### src/rtl/fb2d_pkg.sv
package fb2d_pkg;
    typedef enum logic [1:0] {
        ST_IDLE,
        ST_WAIT,
        ST_REQ,
        ST_BEAT
    } fetch_st_t;
endpackage

### src/rtl/fb2d_shadow.sv
module fb2d_shadow #(
    parameter int ADDR_W  = 32,
    parameter int LINE_W  = 12,
    parameter int FRAME_W = 20,
    parameter int SKIP_W  = 16
) (
    input  logic               clk,
    input  logic               rst_n,
    input  logic               upd,
    input  logic               apply,
    input  logic [ADDR_W-1:0]  in_base,
    input  logic [LINE_W-1:0]  in_line,
    input  logic [FRAME_W-1:0] in_frame,
    input  logic [SKIP_W-1:0]  in_skip,
    input  logic [4:0]         in_off,
    output logic [ADDR_W-1:0]  act_base,
    output logic [LINE_W-1:0]  act_line,
    output logic [FRAME_W-1:0] act_frame,
    output logic [SKIP_W-1:0]  act_skip,
    output logic [4:0]         act_off,
    output logic [ADDR_W-1:0]  nxt_base
);
    logic [ADDR_W-1:0]  sh_base;
    logic [LINE_W-1:0]  sh_line;
    logic [FRAME_W-1:0] sh_frame;
    logic [SKIP_W-1:0]  sh_skip;
    logic [4:0]         sh_off;
    logic               pend;

    // base that a frame start in this cycle will use
    assign nxt_base = pend ? sh_base : act_base;

    always_ff @(posedge clk or negedge rst_n) begin
        if (!rst_n) begin
            sh_base  <= '0;
            sh_line  <= '0;
            sh_frame <= '0;
            sh_skip  <= '0;
            sh_off   <= '0;
            pend     <= 1'b0;
        end else begin
            if (upd) begin
                sh_base  <= in_base;
                sh_line  <= in_line;
                sh_frame <= in_frame;
                sh_skip  <= in_skip;
                sh_off   <= in_off;
            end
            pend <= upd | (pend & ~apply);
        end
    end

    always_ff @(posedge clk or negedge rst_n) begin
        if (!rst_n) begin
            act_base  <= '0;
            act_line  <= '0;
            act_frame <= '0;
            act_skip  <= '0;
            act_off   <= '0;
        end else if (apply && pend) begin
            act_base  <= sh_base;
            act_line  <= sh_line;
            act_frame <= sh_frame;
            act_skip  <= sh_skip;
            act_off   <= sh_off;
        end
    end

    // the active copy moves only on a frame-start apply
    p_act_only_on_apply_r8: assert property (@(posedge clk) disable iff (!rst_n)
        !$stable(act_base) |-> $past(apply));
endmodule

### src/rtl/fb2d_walker.sv
module fb2d_walker #(
    parameter int ADDR_W  = 32,
    parameter int LINE_W  = 12,
    parameter int FRAME_W = 20,
    parameter int SKIP_W  = 16
) (
    input  logic               clk,
    input  logic               rst_n,
    input  logic               restart,
    input  logic               step,
    input  logic [ADDR_W-1:0]  base_nxt,
    input  logic [LINE_W-1:0]  line_words,
    input  logic [FRAME_W-1:0] frame_words,
    input  logic [SKIP_W-1:0]  skip,
    output logic [ADDR_W-1:0]  addr,
    output logic               last_word
);
    localparam logic [ADDR_W-1:0] WMASK = ~ADDR_W'(3);
    localparam logic [ADDR_W-1:0] WSTEP = ADDR_W'(4);

    logic [LINE_W-1:0]  lcnt;
    logic [FRAME_W-1:0] fcnt;
    logic               line_last;
    logic [ADDR_W-1:0]  skip_addr;

    assign last_word = (fcnt == frame_words - FRAME_W'(1));
    assign line_last = (lcnt == line_words - LINE_W'(1));
    assign skip_addr = (addr + WSTEP + ADDR_W'(skip)) & WMASK;

    always_ff @(posedge clk or negedge rst_n) begin
        if (!rst_n) begin
            addr <= '0;
            lcnt <= '0;
            fcnt <= '0;
        end else if (restart || (step && last_word)) begin
            addr <= base_nxt & WMASK;
            lcnt <= '0;
            fcnt <= '0;
        end else if (step) begin
            fcnt <= fcnt + FRAME_W'(1);
            if (line_last) begin
                addr <= skip_addr;
                lcnt <= '0;
            end else begin
                addr <= addr + WSTEP;
                lcnt <= lcnt + LINE_W'(1);
            end
        end
    end

    // a mid-line step is one word forward
    p_word_step_r5: assert property (@(posedge clk) disable iff (!rst_n)
        (step && !restart && !last_word && !line_last) |=> addr == $past(addr) + WSTEP);
endmodule

### src/rtl/fb2d_burst_fsm.sv
module fb2d_burst_fsm
    import fb2d_pkg::*;
#(
    parameter int BURST      = 8,
    parameter int FIFO_DEPTH = 512,
    parameter int LVL_W      = 10
) (
    input  logic             clk,
    input  logic             rst_n,
    input  logic             enable,
    input  logic [LVL_W-1:0] fifo_level,
    input  logic             bus_ack,
    input  logic             last_word,
    output logic             bus_req,
    output logic             beat_valid,
    output logic             step,
    output logic             restart,
    output logic             busy,
    output logic             frame_wrap
);
    localparam int THRESH = FIFO_DEPTH - (2 * BURST + 3);
    localparam int BCNT_W = (BURST > 1) ? $clog2(BURST) : 1;

    fetch_st_t         st, st_nx;
    logic [BCNT_W-1:0] bcnt;
    logic              stopping;
    logic              room;
    logic              last_beat;
    logic              stop_now;

    assign room = (fifo_level < LVL_W'(THRESH)) &&
                  (((LVL_W+1)'(FIFO_DEPTH) - {1'b0, fifo_level}) >= (LVL_W+1)'(BURST));
    assign last_beat  = (bcnt == BCNT_W'(BURST - 1));
    assign frame_wrap = (st == ST_BEAT) && last_word;
    assign stop_now   = stopping | (frame_wrap & ~enable);

    always_comb begin
        st_nx = st;
        unique case (st)
            ST_IDLE: if (enable)    st_nx = ST_WAIT;
            ST_WAIT: if (room)      st_nx = ST_REQ;
            ST_REQ:  if (bus_ack)   st_nx = ST_BEAT;
            ST_BEAT: if (last_beat) st_nx = stop_now ? ST_IDLE : ST_WAIT;
            default:                st_nx = ST_IDLE;
        endcase
    end

    always_ff @(posedge clk or negedge rst_n) begin
        if (!rst_n) begin
            st       <= ST_IDLE;
            bcnt     <= '0;
            stopping <= 1'b0;
        end else begin
            st <= st_nx;
            if (st == ST_BEAT && !last_beat) bcnt <= bcnt + BCNT_W'(1);
            else                             bcnt <= '0;
            if (st_nx == ST_IDLE)            stopping <= 1'b0;
            else if (frame_wrap && !enable)  stopping <= 1'b1;
        end
    end

    always_comb begin
        bus_req    = 1'b0;
        beat_valid = 1'b0;
        step       = 1'b0;
        restart    = 1'b0;
        busy       = 1'b1;
        unique case (st)
            ST_IDLE: begin
                busy    = 1'b0;
                restart = enable;
            end
            ST_WAIT: ;
            ST_REQ:  bus_req = 1'b1;
            ST_BEAT: begin
                beat_valid = 1'b1;
                step       = 1'b1;
            end
            default: busy = 1'b0;
        endcase
    end

    // requests only follow a FIFO level below the threshold
    p_req_thresh_r3: assert property (@(posedge clk) disable iff (!rst_n)
        $rose(bus_req) |-> $past(fifo_level) < LVL_W'(THRESH));
    // an idle block drives no bus activity
    p_idle_quiet_r9: assert property (@(posedge clk) disable iff (!rst_n)
        !busy |-> (!bus_req && !beat_valid));
endmodule

### src/rtl/fb2d_fetch.sv
module fb2d_fetch #(
    parameter int ADDR_W     = 32,
    parameter int LINE_W     = 12,
    parameter int FRAME_W    = 20,
    parameter int SKIP_W     = 16,
    parameter int BURST      = 8,
    parameter int FIFO_DEPTH = 512,
    parameter int LVL_W      = $clog2(FIFO_DEPTH + 1),
    parameter int LEN_W      = (BURST > 1) ? $clog2(BURST) : 1
) (
    input  logic               clk,
    input  logic               rst_n,
    input  logic               enable,
    input  logic               cfg_update,
    input  logic [ADDR_W-1:0]  cfg_base,
    input  logic [LINE_W-1:0]  cfg_line_words,
    input  logic [FRAME_W-1:0] cfg_frame_words,
    input  logic [SKIP_W-1:0]  cfg_skip,
    input  logic [4:0]         cfg_pix_off,
    input  logic [LVL_W-1:0]   fifo_level,
    output logic               bus_req,
    output logic [ADDR_W-1:0]  bus_addr,
    output logic [LEN_W-1:0]   bus_len,
    input  logic               bus_ack,
    output logic               beat_valid,
    output logic [ADDR_W-1:0]  beat_addr,
    output logic               sof,
    output logic [4:0]         pix_off,
    output logic               busy
);
    logic [ADDR_W-1:0]  act_base, nxt_base, walk_addr;
    logic [LINE_W-1:0]  act_line;
    logic [FRAME_W-1:0] act_frame;
    logic [SKIP_W-1:0]  act_skip;
    logic               last_word, step, restart, frame_wrap, apply;

    assign apply = restart | frame_wrap;

    fb2d_shadow #(
        .ADDR_W(ADDR_W), .LINE_W(LINE_W), .FRAME_W(FRAME_W), .SKIP_W(SKIP_W)
    ) u_shadow (
        .clk(clk), .rst_n(rst_n), .upd(cfg_update), .apply(apply),
        .in_base(cfg_base), .in_line(cfg_line_words), .in_frame(cfg_frame_words),
        .in_skip(cfg_skip), .in_off(cfg_pix_off),
        .act_base(act_base), .act_line(act_line), .act_frame(act_frame),
        .act_skip(act_skip), .act_off(pix_off), .nxt_base(nxt_base)
    );

    fb2d_walker #(
        .ADDR_W(ADDR_W), .LINE_W(LINE_W), .FRAME_W(FRAME_W), .SKIP_W(SKIP_W)
    ) u_walker (
        .clk(clk), .rst_n(rst_n), .restart(restart), .step(step),
        .base_nxt(nxt_base), .line_words(act_line), .frame_words(act_frame),
        .skip(act_skip), .addr(walk_addr), .last_word(last_word)
    );

    fb2d_burst_fsm #(
        .BURST(BURST), .FIFO_DEPTH(FIFO_DEPTH), .LVL_W(LVL_W)
    ) u_fsm (
        .clk(clk), .rst_n(rst_n), .enable(enable), .fifo_level(fifo_level),
        .bus_ack(bus_ack), .last_word(last_word), .bus_req(bus_req),
        .beat_valid(beat_valid), .step(step), .restart(restart),
        .busy(busy), .frame_wrap(frame_wrap)
    );

    assign bus_addr  = walk_addr;
    assign beat_addr = walk_addr;
    assign bus_len   = LEN_W'(BURST - 1);

    always_ff @(posedge clk or negedge rst_n) begin
        if (!rst_n) sof <= 1'b0;
        else        sof <= apply;
    end

    // an unanswered request holds with the same address
    p_req_hold_r4: assert property (@(posedge clk) disable iff (!rst_n)
        (bus_req && !bus_ack) |=> (bus_req && $stable(bus_addr)));
    // beats start only after an accepted request
    p_beat_after_ack_r5: assert property (@(posedge clk) disable iff (!rst_n)
        $rose(beat_valid) |-> $past(bus_req && bus_ack));
    // a frame start places the walker on the active base
    p_sof_base_r7: assert property (@(posedge clk) disable iff (!rst_n)
        sof |-> (beat_addr == (act_base & ~ADDR_W'(3))));
endmodule

### config.mk
export PLATFORM = sky130hd
export DESIGN_NAME = fb2d_fetch
export DESIGN_NICKNAME = d
export VERILOG_FILES = /design/src/rtl/fb2d_pkg.sv /design/src/rtl/fb2d_shadow.sv /design/src/rtl/fb2d_walker.sv /design/src/rtl/fb2d_burst_fsm.sv /design/src/rtl/fb2d_fetch.sv
export SDC_FILE = /design/constraint.sdc
export NUM_CORES = 1
export LEC_CHECK = 0
export ABC_AREA = 1
export BUFFER_PORTS_ARGS = -buffer_cell sky130_fd_sc_hd__buf_2
export CORE_MARGIN = 3
export CORE_UTILIZATION = 50
export CTS_BUF_LIST = sky130_fd_sc_hd__clkbuf_8
export CTS_CLUSTER_DIAMETER = 120
export DETAILED_ROUTE_END_ITERATION = 6
export MAX_ROUTING_LAYER = met4
export PLACE_DENSITY = 0.84
export SYNTH_ARGS = -nofsm -noshare
export SYNTH_HDL_FRONTEND = slang
export SYNTH_SLANG_ARGS = --single-unit
export TNS_END_PERCENT = 100
### constraint.sdc
create_clock -name clk -period 2.6 [get_ports clk]
set_clock_uncertainty 0.15 [all_clocks]
set_input_delay 0.52 -clock clk [delete_from_list [all_inputs] [get_ports clk]]
set_output_delay 0.52 -clock clk [all_outputs]
set_load 0.005 [all_outputs]
### Word-level counts from Yosys, hierarchy flattened

Cells that the tools add are included.

| word-level totals | value |
|---|---|
| bits in registers | 242 |
| input port bits | 100 |
| output and inout bits | 76 |
| logic and storage cells | 76 |

| operators by class | value |
|---|---|
| $add $sub $neg | 8 |
| magnitude comparators | 2 |
| equal/unequal tests | 6 |
| multiplexer cells | 22 |
| bitwise logic cells | 7 |
| reductions and logical operators | 13 |

Operators by type and width:

| cell | count |
|---|---|
| $mux W32 | 4 |
| $mux W20 | 2 |
| $mux W12 | 3 |
| $add A32 B16 Y32 | 1 |
| $add A32 B3 Y32 const B | 1 |
| $add A20 B1 Y20 const B | 1 |
| $eq A20 B20 Y1 | 1 |
| $sub A20 B1 Y20 const B | 1 |
| $add A12 B1 Y12 const B | 1 |
| $eq A12 B12 Y1 | 1 |
| $sub A12 B1 Y12 const B | 1 |
| $ge A11 B4 Y1 const B | 1 |
| $sub A10 B10 Y11 const A | 1 |
| $lt A10 B9 Y1 const B | 1 |
| $mux W2 | 4 |
| $pmux W2 S4 | 1 |
| $mux W1 | 7 |
| $logic_and A1 B1 Y1 | 6 |
| $eq A2 B2 Y1 const B | 2 |
| $logic_not A2 Y1 | 2 |
| $reduce_bool A2 Y1 | 2 |
| $add A3 B1 Y3 const B | 1 |
| $eq A3 B3 Y1 const B | 1 |
| $mux W3 | 1 |
| other kinds (6) | 11 |

### Depth between registers and ports, before layout

Gate-level depths: netlist of run 1.

| logic depth | value |
|---|---|
| depth in word-level cells | 10 |
| mapped depth | 22 |

### Modules after synthesis

Synthesis of run 1 repeated with hierarchy kept, for this count alone.

| unflattened totals | value |
|---|---|
| cell total of the unflattened synthesis | 2118 |
| area total of the unflattened synthesis | 14750.4 sq um |

Modules (own cells, without submodules):

| module | times used | cells each | area an instance (sq um) |
|---|---|---|---|
| fb2d_shadow | 1 | 834 | 7123.1 |
| fb2d_walker | 1 | 1191 | 6921.6 |
| fb2d_burst_fsm | 1 | 53 | 402.9 |
| fb2d_fetch | 1 | 40 | 302.8 |

### Least setup slack after synthesis of run 1

No wires, ideal clock.

| timing | value |
|---|---|
| path type | reg2reg |
| from | register u_walker.addr[2] |
| to | register u_walker.addr[25] |
| setup time | 0.082 ns |
| data arrival time | 2.661 ns |
| required time | 2.368 ns |
| path slack | -0.293 ns |
| cell stages (with the launch flop) | 18 |
| clock period less this slack | 2.893 ns |
| cells stage by stage | dfrtp_1 ha_1 nand3_2 nor2_2 nand4_1 o21ai_0 inv_1 ha_1 a21oi_1 o21ai_0 a21oi_1 nand2_1 a21oi_1 nor2_1 nand2_1 xor2_1 nand2_1 a22oi_2 |

| on the way | value |
|---|---|
| word-level cells in the longest chain between the ends | 5 |

Ends and longest elaborated chain:

| element | line | source |
|---|---|---|
| start, declared | fb2d_walker.sv:15 | `output logic [ADDR_W-1:0] addr,` |
| start signal, assigned | fb2d_walker.sv:36 | `addr <= base_nxt & WMASK;` |
| start signal, assigned | fb2d_walker.sv:42 | `addr <= skip_addr;` |
| start signal, assigned | fb2d_walker.sv:45 | `addr <= addr + WSTEP;` |
| $add A32 B3 Y32 (*) | fb2d_walker.sv:28, fb2d_walker.sv:45 |  |
| $add A32 B16 Y32 | fb2d_walker.sv:28 | `assign skip_addr = (addr + WSTEP + ADDR_W'(skip)) & WMASK;` |
| $mux W32 (*) | fb2d_walker.sv:41 | `if (line_last) begin` |
| $mux W32 (*) | fb2d_walker.sv:39 | `end else if (step) begin` |
| $mux W32 (*) | fb2d_walker.sv:35 | `end else if (restart \|\| (step && last_word)) begin` |

Mark *: on every way between the ends. The rest lies on a longest branch, timed or not. The select of a mux whose other input is x is not followed.
A chain may end at the register's enable or synchronous reset.

### Final worst setup path of run 1

| timing | value |
|---|---|
| from | register u_walker.addr[7] |
| to | register u_walker.addr[15] |

The elaborated chain is that of the path after synthesis.

==> metrics list, run 1 <==
* Post-detail-place hpwl: 28400 um
- Summed over all layers, the global routing overflow is 0.
* Number of top-level design ports: between 150 and 200
- After synthesis the cells add up to roughly 0.014 mm2.
- Number of enable flip-flop cells after synthesis: 0
- Vertical extent of the die: 171 um
* Number of max-cap violations: 0
* Leak pwr: 0.00951 uW
- Of the total power, the clock network draws 0.164.
- The layout has ~1800 filler cells.
- M3 GR Usage: 0.0352
- Worst Hold Path Cells: 3
- Worst reg2reg path endpoint: u_walker.addr[15]$_DFFE_PN0P_
- Part of the total power dissipated in sequential elements: 0.264
- In the global route stage, met1 resource usage came out at 0.350.
- Counting distinct cell types in the post-synthesis netlist gives 51.
- The final reports fail on DRC, setup timing.
- Of all flip-flops after synthesis, the portion carrying an async set or reset was 1.00.
- After layout, the minimum clock period comes to 3.23 ns.
- Critical Path Start Type: flip-flop
- Combinational fraction of design power: 0.572
- The longest clock path from root to sink contains 3 buffers.
- Routed wirelength normalized by instance count: 19.4 um
- Total CTS buffers: 40
- Cell with the biggest individual delay on the critical path: sky130_fd_sc_hd__dfrtp_1
- Count of buffers inserted at the top-level ports: between 150 and 200
- Leaving out fill and tap cells, the most frequent cell in the layout is sky130_fd_sc_hd__nand2_1.
* Antenna violations before repair: 1
- Actual transition at the worst max-transition pin: 0.668 ns
- Area used by multi-input combinational logic: around 0.0079 mm2
* Post-route setup slack: -0.631 ns
- The number of failing hold endpoints at the final stage was 0.
- Root buffer cell: sky130_fd_sc_hd__clkbuf_8
* Number of nets still failing antenna checks after routing: 0
- The internal portion of the total power is 12100 uW.
- Timing analysis after detailed placement gives a worst setup slack of -0.504 ns.
* Layout Cell Area excl Fill: roughly 0.019 mm2
- FF-to-FF path depth: 18
- The die is 171 um wide.
- At the end of the flow, the number of nets in the layout was 2353.
- The floorplan step defined a die boundary enclosing slightly below 0.03 mm2.
* Global route hottest layer: met2
- Counting every sink on the clock net gives approximately 230.
* Largest net degree at the start of global routing: 73
- Summing all placed instances gives a cell area of 0.0157 mm2.
- The count of pins over their slew limit was 0.
- The min-delay analysis places its worst path in the category in -> reg.
* CTS tree: done
- The H-tree generated during clock tree synthesis spans 2 levels.
- Data on the critical path arrives at its endpoint at 3.49 ns.
* DRC violation count after routing: 25
- Total area of sequential cells: 0.00582 mm2
- Post-route clock period utilization: 1.24
- In this run the tightest slew margin relative to its limit is 0.554.
- Setup violations remaining at the end of the flow were counted as 145.
- The area growth from synthesis to layout is 41.4%.
- Sink of the worst hold path: u_shadow.sh_line[6]$_DFFE_PN0P_
- Average vias per placed instance: between 5 and 6
- For this configuration, the core starts out at a cell density of 0.516.
- Source-to-sink clock delay at the later pin of the worst-skew pair: between 0.5 and 0.6 ns
- The first global-routing pass estimated 62700 um of wire.
- Number of instances in the synthesized netlist: 1871
- The top cell types in the final layout, fill and taps aside, are sky130_fd_sc_hd__nand2_1, sky130_fd_sc_hd__dfrtp_1, sky130_fd_sc_hd__inv_1.
- Of the cells placed in the final design, the portion with a size suffix greater than 1 is 0.365.
- At the worst endpoint, the required time is 2.86 ns.
* Net Sw Frac: 0.456
* Number of synthesis warnings: 0
- DRT iter0 DRCs: 1630
- Among all flip-flop cells after synthesis, the most frequent one is sky130_fd_sc_hd__dfrtp_1.
- Setup repair after global routing could not meet its margin everywhere.
* Number of synthesized register bits: 232
* Average size of a mapped cell: 7.29 um2
- Routability-driven placement finished with a final weighted congestion of 0.965.
* Type of the worst setup path: reg -> reg
* Maximum net fanout on the critical path: 5
* Number of global-route vias before repair: 12770
* Pre-antenna DRT Iters: 7
- The worst-case IR drop observed on VDD is about 0.61 mV.
* Clock transition at the registers of the reported paths: roughly 0.07 ns
- The startpoint identified for the worst register-to-register timing path is u_walker.addr[7]$_DFFE_PN0P_.
- Highest clock frequency the design can meet: 0.310 GHz
* Slowest Stage Delay on Critical Path: 0.44 ns
- Outcome: complete, but fails checks
- Core region area: 0.0264 mm2
* Met2 usage in global routing: 0.448
* DRT Wirelength: 50300 um
- The worst setup path is captured at a flip-flop.
- In the global route stage, overall resource usage came out at 0.273.
- Total power divided by cell area: between 1000 and 1500 mW/mm2
- The worst register-to-register path has a setup slack of -0.63 ns.
- The signal on the critical path passes through nand2_2 -> nor2_4 -> nand2_2 -> xor2_2 -> inv_2 -> ha_4 -> nand2_1 -> inv_2 -> nand3_2 -> nor3_2 -> nand2_1 -> nand2_2 -> buf_4 -> buf_6 -> xor2_1 -> nand2_1 -> o211ai_1 -> a31oi_1.
* Net Sw Power: 10100 uW
- Fraction of the yosys area taken by sequential cells: 0.426
- The routed layout has 14792 vias.
- In this run the most critical hold path is launched from cfg_line_words[6].
- Row cnt: 59
critical path: cells and delay by family, from the launching register on:
| family | cells | cell delay, ns |
|---|---|---|
| simple gates | 9 | 1.15 |
| flops | 1 | 0.44 |
| xor+xnor | 2 | 0.39 |
| buf+inv | 4 | 0.37 |
| fa+ha+maj | 1 | 0.30 |
| compound gates | 2 | 0.26 |
Yosys cell counts, types with 13 or more instances:
master	number	area, um2
sky130_fd_sc_hd__a21oi_1	51	255
sky130_fd_sc_hd__buf_4	39	293
sky130_fd_sc_hd__buf_6	14	158
sky130_fd_sc_hd__clkbuf_1	37	139
sky130_fd_sc_hd__dfrtp_1	232	5810
sky130_fd_sc_hd__ha_1	21	263
sky130_fd_sc_hd__inv_1	237	890
sky130_fd_sc_hd__nand2_1	541	2030
sky130_fd_sc_hd__nand3_1	91	455
sky130_fd_sc_hd__nand4_1	26	163
sky130_fd_sc_hd__nor2_1	162	608
sky130_fd_sc_hd__nor2_2	13	81.3
sky130_fd_sc_hd__nor3_1	22	110
sky130_fd_sc_hd__o21ai_0	144	721
sky130_fd_sc_hd__o21ai_1	89	445
sky130_fd_sc_hd__xnor2_1	19	166
sky130_fd_sc_hd__xor2_1	43	377
how the worst max path moves through the flow:
stage | depth (start not counted) | from | endpoint | slack, ns
6_report | 18 | u_walker.addr[7]$_DFFE_PN0P_ | u_walker.addr[15]$_DFFE_PN0P_ | -0.63
5_1_grt | 18 | u_walker.addr[7]$_DFFE_PN0P_ | u_walker.addr[15]$_DFFE_PN0P_ | -0.67
4_1_cts | 18 | u_walker.addr[10]$_DFFE_PN0P_ | u_walker.addr[15]$_DFFE_PN0P_ | -0.33
3_5_place_dp | 17 | u_walker.addr[5]$_DFFE_PN0P_ | u_walker.addr[23]$_DFFE_PN0P_ | -0.50
3_3_place_gp | 17 | u_walker.addr[2]$_DFFE_PN0P_ | u_walker.addr[29]$_DFFE_PN0P_ | -0.34
2_1_floorplan | 17 | u_walker.addr[2]$_DFFE_PN0P_ | u_walker.addr[27]$_DFFE_PN0P_ | -0.07
stage by stage:
step	TNS, ns	std cells	util	total power [uW]	hold WS, ns
2_1_floorplan	-0.340	1876	-	11300	0.0744
3_3_place_gp	-15.10	2439	0.596	14300	0.270
3_5_place_dp	-28.41	2439	0.596	14700	0.280
4_1_cts	-5.52	2539	0.653	19200	0.00215
5_1_grt	-51.85	2600	0.730	23400	0.0219
6_report	-40.50	2600	0.730	22200	0.0266
per-layer routing:
metal,part of all wire,wire (um),vias up
li1,-,-,6649
met1,0.38,19000,6978
met2,0.47,23700,877
met3,0.090,4510,288
met4,0.063,3160,0
met5,0,0,-
power groups by stage:
| stage | clock (uW) | combinational [uW] | sequential [uW] |
|---|---|---|---|
| after floorplan | 0 | 5870 | 5450 |
| after global placement | 0 | 8810 | 5540 |
| after detailed placement | 0 | 9070 | 5590 |
| after CTS | 3660 | 9980 | 5570 |
| after global routing | 3830 | 13600 | 5950 |
| final | 3640 | 12700 | 5850 |
state kept, by name, summed over array words and instances, names as in the netlist:
name,flops
u_shadow.sh_frame,20
u_shadow.sh_base,30
u_shadow.act_line,12
u_walker.addr,30
sof,1
u_shadow.act_off,5
u_walker.fcnt,20
u_shadow.act_frame,20
u_shadow.sh_skip,14
u_shadow.pend,1
u_shadow.sh_off,5
u_walker.lcnt,12
u_fsm.stopping,1
u_shadow.act_skip,14
u_shadow.act_base,30
u_fsm.st,2
u_fsm.bcnt,3
u_shadow.sh_line,12
repair_timing:
action / in CTS / in global routing
pin swaps: 31 / 83
buffers inserted: 19 / 34
gates resized for setup: 104 / 339
setup endpoints to repair: 141 / 140
hold buffers: 5 / 0
cloned: 2 / 29
endpoints found under the hold margin: 53 / 0
cell type report:
| class | count | share of cell area |
|---|---|---|
| Clock buffer | 52 | 0.0371 |
| Timing Repair Buffer | 407 | 0.172 |
| Sequential cell | 232 | 0.302 |
| Inverter | 246 | 0.0505 |
| Multi-Input combinational cell | 1305 | 0.408 |
| Tap cell | 335 | 0.0217 |
| Antenna cell | 1 | 0.000130 |
| Clock inverter | 22 | 0.00882 |
cell families after synthesis:
family	synth area share
other cells	0.000551
compound gates	0.124
mux	0.00165
buf+inv	0.115
flops	0.426
simple gates	0.275
xor+xnor	0.0398
fa+ha+maj	0.0193
(Power assumes the default switching activity.)
==> run 2: changes to the inputs <==
Settings changed: SYNTH_HIERARCHICAL set to 1.
==> metrics list, run 2 <==
* Outcome: complete, but fails checks
- The checks that failed: DRC, hold timing, setup timing.
- Total CTS buffers: 42 (+5.0%)
* Number of max-cap violations: 0 (unchanged)
- The sum of negative setup slack came to -87.74 ns (-47.24 ns).
* DRC violation count after routing: 21 (-16%)
- Largest net degree at the start of global routing: 78 (+6.8%)
* Data arrival at the endpoint of the critical path: 3.77 ns (+0.28 ns)
- The die outline area is 0.0309 mm2 (+5.6%).
- The cell area after layout came to 0.0201 mm2 (+4.2%).
- Number of synthesis warnings: 6 (+6)
- Total power: 21800 uW (-1.7%)
- The worst setup path is launched from a flip-flop.
- Total via count after detailed routing: 17282 (+17%)
- The count of final setup violators is 147 (+1.4%).
* CTS tree: done
* Final Hold Slack: -0.000284 ns (-0.0269 ns)
* Wire length of the first global-routing pass: 75800 um (+21%)
* Maximum net fanout on the critical path: 3 (-2)
* Highest clock frequency the design can meet: 0.290 GHz (-6.4%)
* Core region area: 0.0281 mm2 (+6.3%)
- The final routed wirelength across all metal layers was 60600 um (+20%).
- Register-to-register setup slack: -0.85 ns (-0.22 ns)
* Actual transition at the worst max-transition pin: 0.712 ns (+0.0446 ns)
- The total number of H-tree levels is 2 (unchanged).
* Average vias per placed instance: 6.05 (+6.3%)
- Syn Std Cell Area: 0.0144 mm2 (+5.8%)
- The post-layout worst setup margin was -0.853 ns (-0.222 ns).
* Ratio of cells with drive above 1 in the final layout: 0.335 (-0.0294)
- Count of buffers inserted at the top-level ports: 164 (unchanged)
* Number of nets in the layout: 2572 (+9.3%)
- Root buffer cell: sky130_fd_sc_hd__clkbuf_8
- Setup repair after global routing could not meet its margin everywhere.
- Hold/Removal Path Class: in -> reg
- Commonest cells after routing, fill and taps aside: sky130_fd_sc_hd__nand2_1, sky130_fd_sc_hd__inv_1, sky130_fd_sc_hd__dfrtp_1
* Global route total overflow: 0 (unchanged)
- The worst-case clock buffer depth came to 3 (unchanged).
- The violation count after the first detailed-routing iteration is 2836 (+74%).
- The total iterations of the first detailed-routing run was 7 (unchanged).
- The leakage power figure came to 0.0106 uW (+11%).
- Crit path capture type: flip-flop
- The worst slack at placement is -0.586 ns (-0.0815 ns).
- The ratio of total power to cell area was 1090 mW/mm2 (-5.6%).
* Number of global-route vias before repair: 15020 (+18%)
* Clock transition at the registers of the reported paths: 0.09 ns (+0.02 ns)
* CTS sink cnt: 232 (unchanged)
* Effective utilization at floorplan: 0.514 (-0.00252)
- From synthesis to final layout, the design area changed by 39.2%.
- Number of instances in the synthesized netlist: 2080 (+11%)
* Final core occ: 0.715 (-0.0145)
* Routed wirelength normalized by instance count: 21.2 um (+9.4%)
- The weighted congestion at the end of routability-driven global placement was 0.981 (+1.6%).
- The initial antenna violation count came to 0 (-1).
- Number of top-level design ports: 176 (unchanged)
- The overall die height came to 176 um (+2.7%).
- Most common library cell in the layout ignoring fill and taps: sky130_fd_sc_hd__nand2_1
- The number of failing hold endpoints at the final stage was 1 (+1).
- Post-route clock period utilization: 1.33 (+0.0855)
- Maximum vdd ir drop: 0.520 mV (-15%)
- Registers with the most flip-flops: u_shadow/act_base: 30 flops, u_shadow/sh_base: 30 flops, u_walker/addr: 30 flops
- Min cycle time layout: 3.45 ns (+0.222 ns)
* Final Max Tran Viols: 0 (unchanged)
- By startpoint and endpoint, the worst setup path is classified as reg -> reg.
- Instance area at placement: 0.0167 mm2 (+6.4%)
* Number of nets still failing antenna checks after routing: 0 (unchanged)
- The max-slew headroom at the worst pin came to 0.525 (-0.0293).
- Average size of a mapped cell: 6.94 um2 (-4.9%)
* Global Route Usage Sum: 0.311 (+0.0376)
* Fill count: 1882 (+3.2%)
- The insertion delay of the later-clocked pin in the worst-skew pair is 0.58 ns (+0.02 ns).
- Post-detail-place hpwl: 29500 um (+3.7%)
- Die Width: 176 um (+2.7%)
* Required time of the critical path: 2.91 ns (+0.05 ns)
- Row cnt: 61 (+3.4%)
- The antenna diode count is 0 (-1).
==> run 2: area by class of cell <==
type / count / area [um2] / share of cell area
clock buffers: 55 / 757 / 0.0377
clock inverters: 18 / 75.1 / 0.00374
inverters: 249 / 950 / 0.0473
multi-input cells: 1497 / 8490 / 0.423
flip-flops and latches: 232 / 5820 / 0.290
well taps: 378 / 473 / 0.0235
repair buffers: 429 / 3520 / 0.175
==> run 2: through the flow <==
stage                     std cells  hold slack [ns]
after floorplan                2083           0.0744
after global placement         2701            0.271
after detailed placement       2701            0.277
after CTS                      2821          0.00326
after global routing           2858          -0.0182
final                          2858        -0.000284
==> run 2: layer usage <==
metal,track usage,wire length [um],up-vias,share of wire
met5,-,0,-,0
met4,0.137,5520,0,0.091
met3,0.0480,7920,587,0.13
met2,0.497,26400,1589,0.44
met1,0.393,20700,7914,0.34
li1,-,-,7192,-
==> run 2: path summary, 6_finish.rpt <==
path / from / to / cells past startpoint
worst max-delay path: u_walker/addr[7]$_DFFE_PN0P_ / u_walker/addr[15]$_DFFE_PN0P_ / 17
min in group asynchronous: rst_n / u_shadow/sh_base[17]$_DFFE_PN0P_ / 2
worst max register to register: u_walker/addr[7]$_DFFE_PN0P_ / u_walker/addr[15]$_DFFE_PN0P_ / 17
worst min register to register: u_fsm/bcnt[0]$_DFF_PN0_ / u_fsm/bcnt[0]$_DFF_PN0_ / 1
worst min-delay path: cfg_base[20] / u_shadow/sh_base[20]$_DFFE_PN0P_ / 3
max in group asynchronous: rst_n / u_shadow/sh_base[27]$_DFFE_PN0P_ / 3
==> run 2: critical path: stages (launching register included) <==
cell and delay (ns):
sky130_fd_sc_hd__dfrtp_1 0.43, sky130_fd_sc_hd__nand2_2 0.13, sky130_fd_sc_hd__buf_4 0.18, sky130_fd_sc_hd__nor2_4 0.13, sky130_fd_sc_hd__nand2_4 0.10, sky130_fd_sc_hd__xnor2_4 0.44
sky130_fd_sc_hd__ha_4 0.33, sky130_fd_sc_hd__buf_6 0.14, sky130_fd_sc_hd__a21oi_4 0.20, sky130_fd_sc_hd__o21ai_4 0.09, sky130_fd_sc_hd__a21oi_2 0.19, sky130_fd_sc_hd__nand2_2 0.15
sky130_fd_sc_hd__buf_6 0.15, sky130_fd_sc_hd__xor2_1 0.14, sky130_fd_sc_hd__nor2_1 0.15, sky130_fd_sc_hd__a21oi_2 0.06, sky130_fd_sc_hd__nand2_1 0.08, sky130_fd_sc_hd__nand3_1 0.06
==> run 2: timing repair <==
item	CTS	global route
pin swaps	87	116
endpoints found under the hold margin	55	0
resized for setup	179	225
gates cloned	11	10
setup buffers	39	29
hold buffers	1	0
endpoints found under the setup margin	142	147
==> run 2: where the power goes <==
part / leakage, uW / switching [uW] / internal [uW]
clock: 0.000482 / 1700 / 1880
sequential: 0.00298 / 1190 / 4530
combinational: 0.00713 / 7320 / 5200
total: 0.0106 / 10200 / 11600
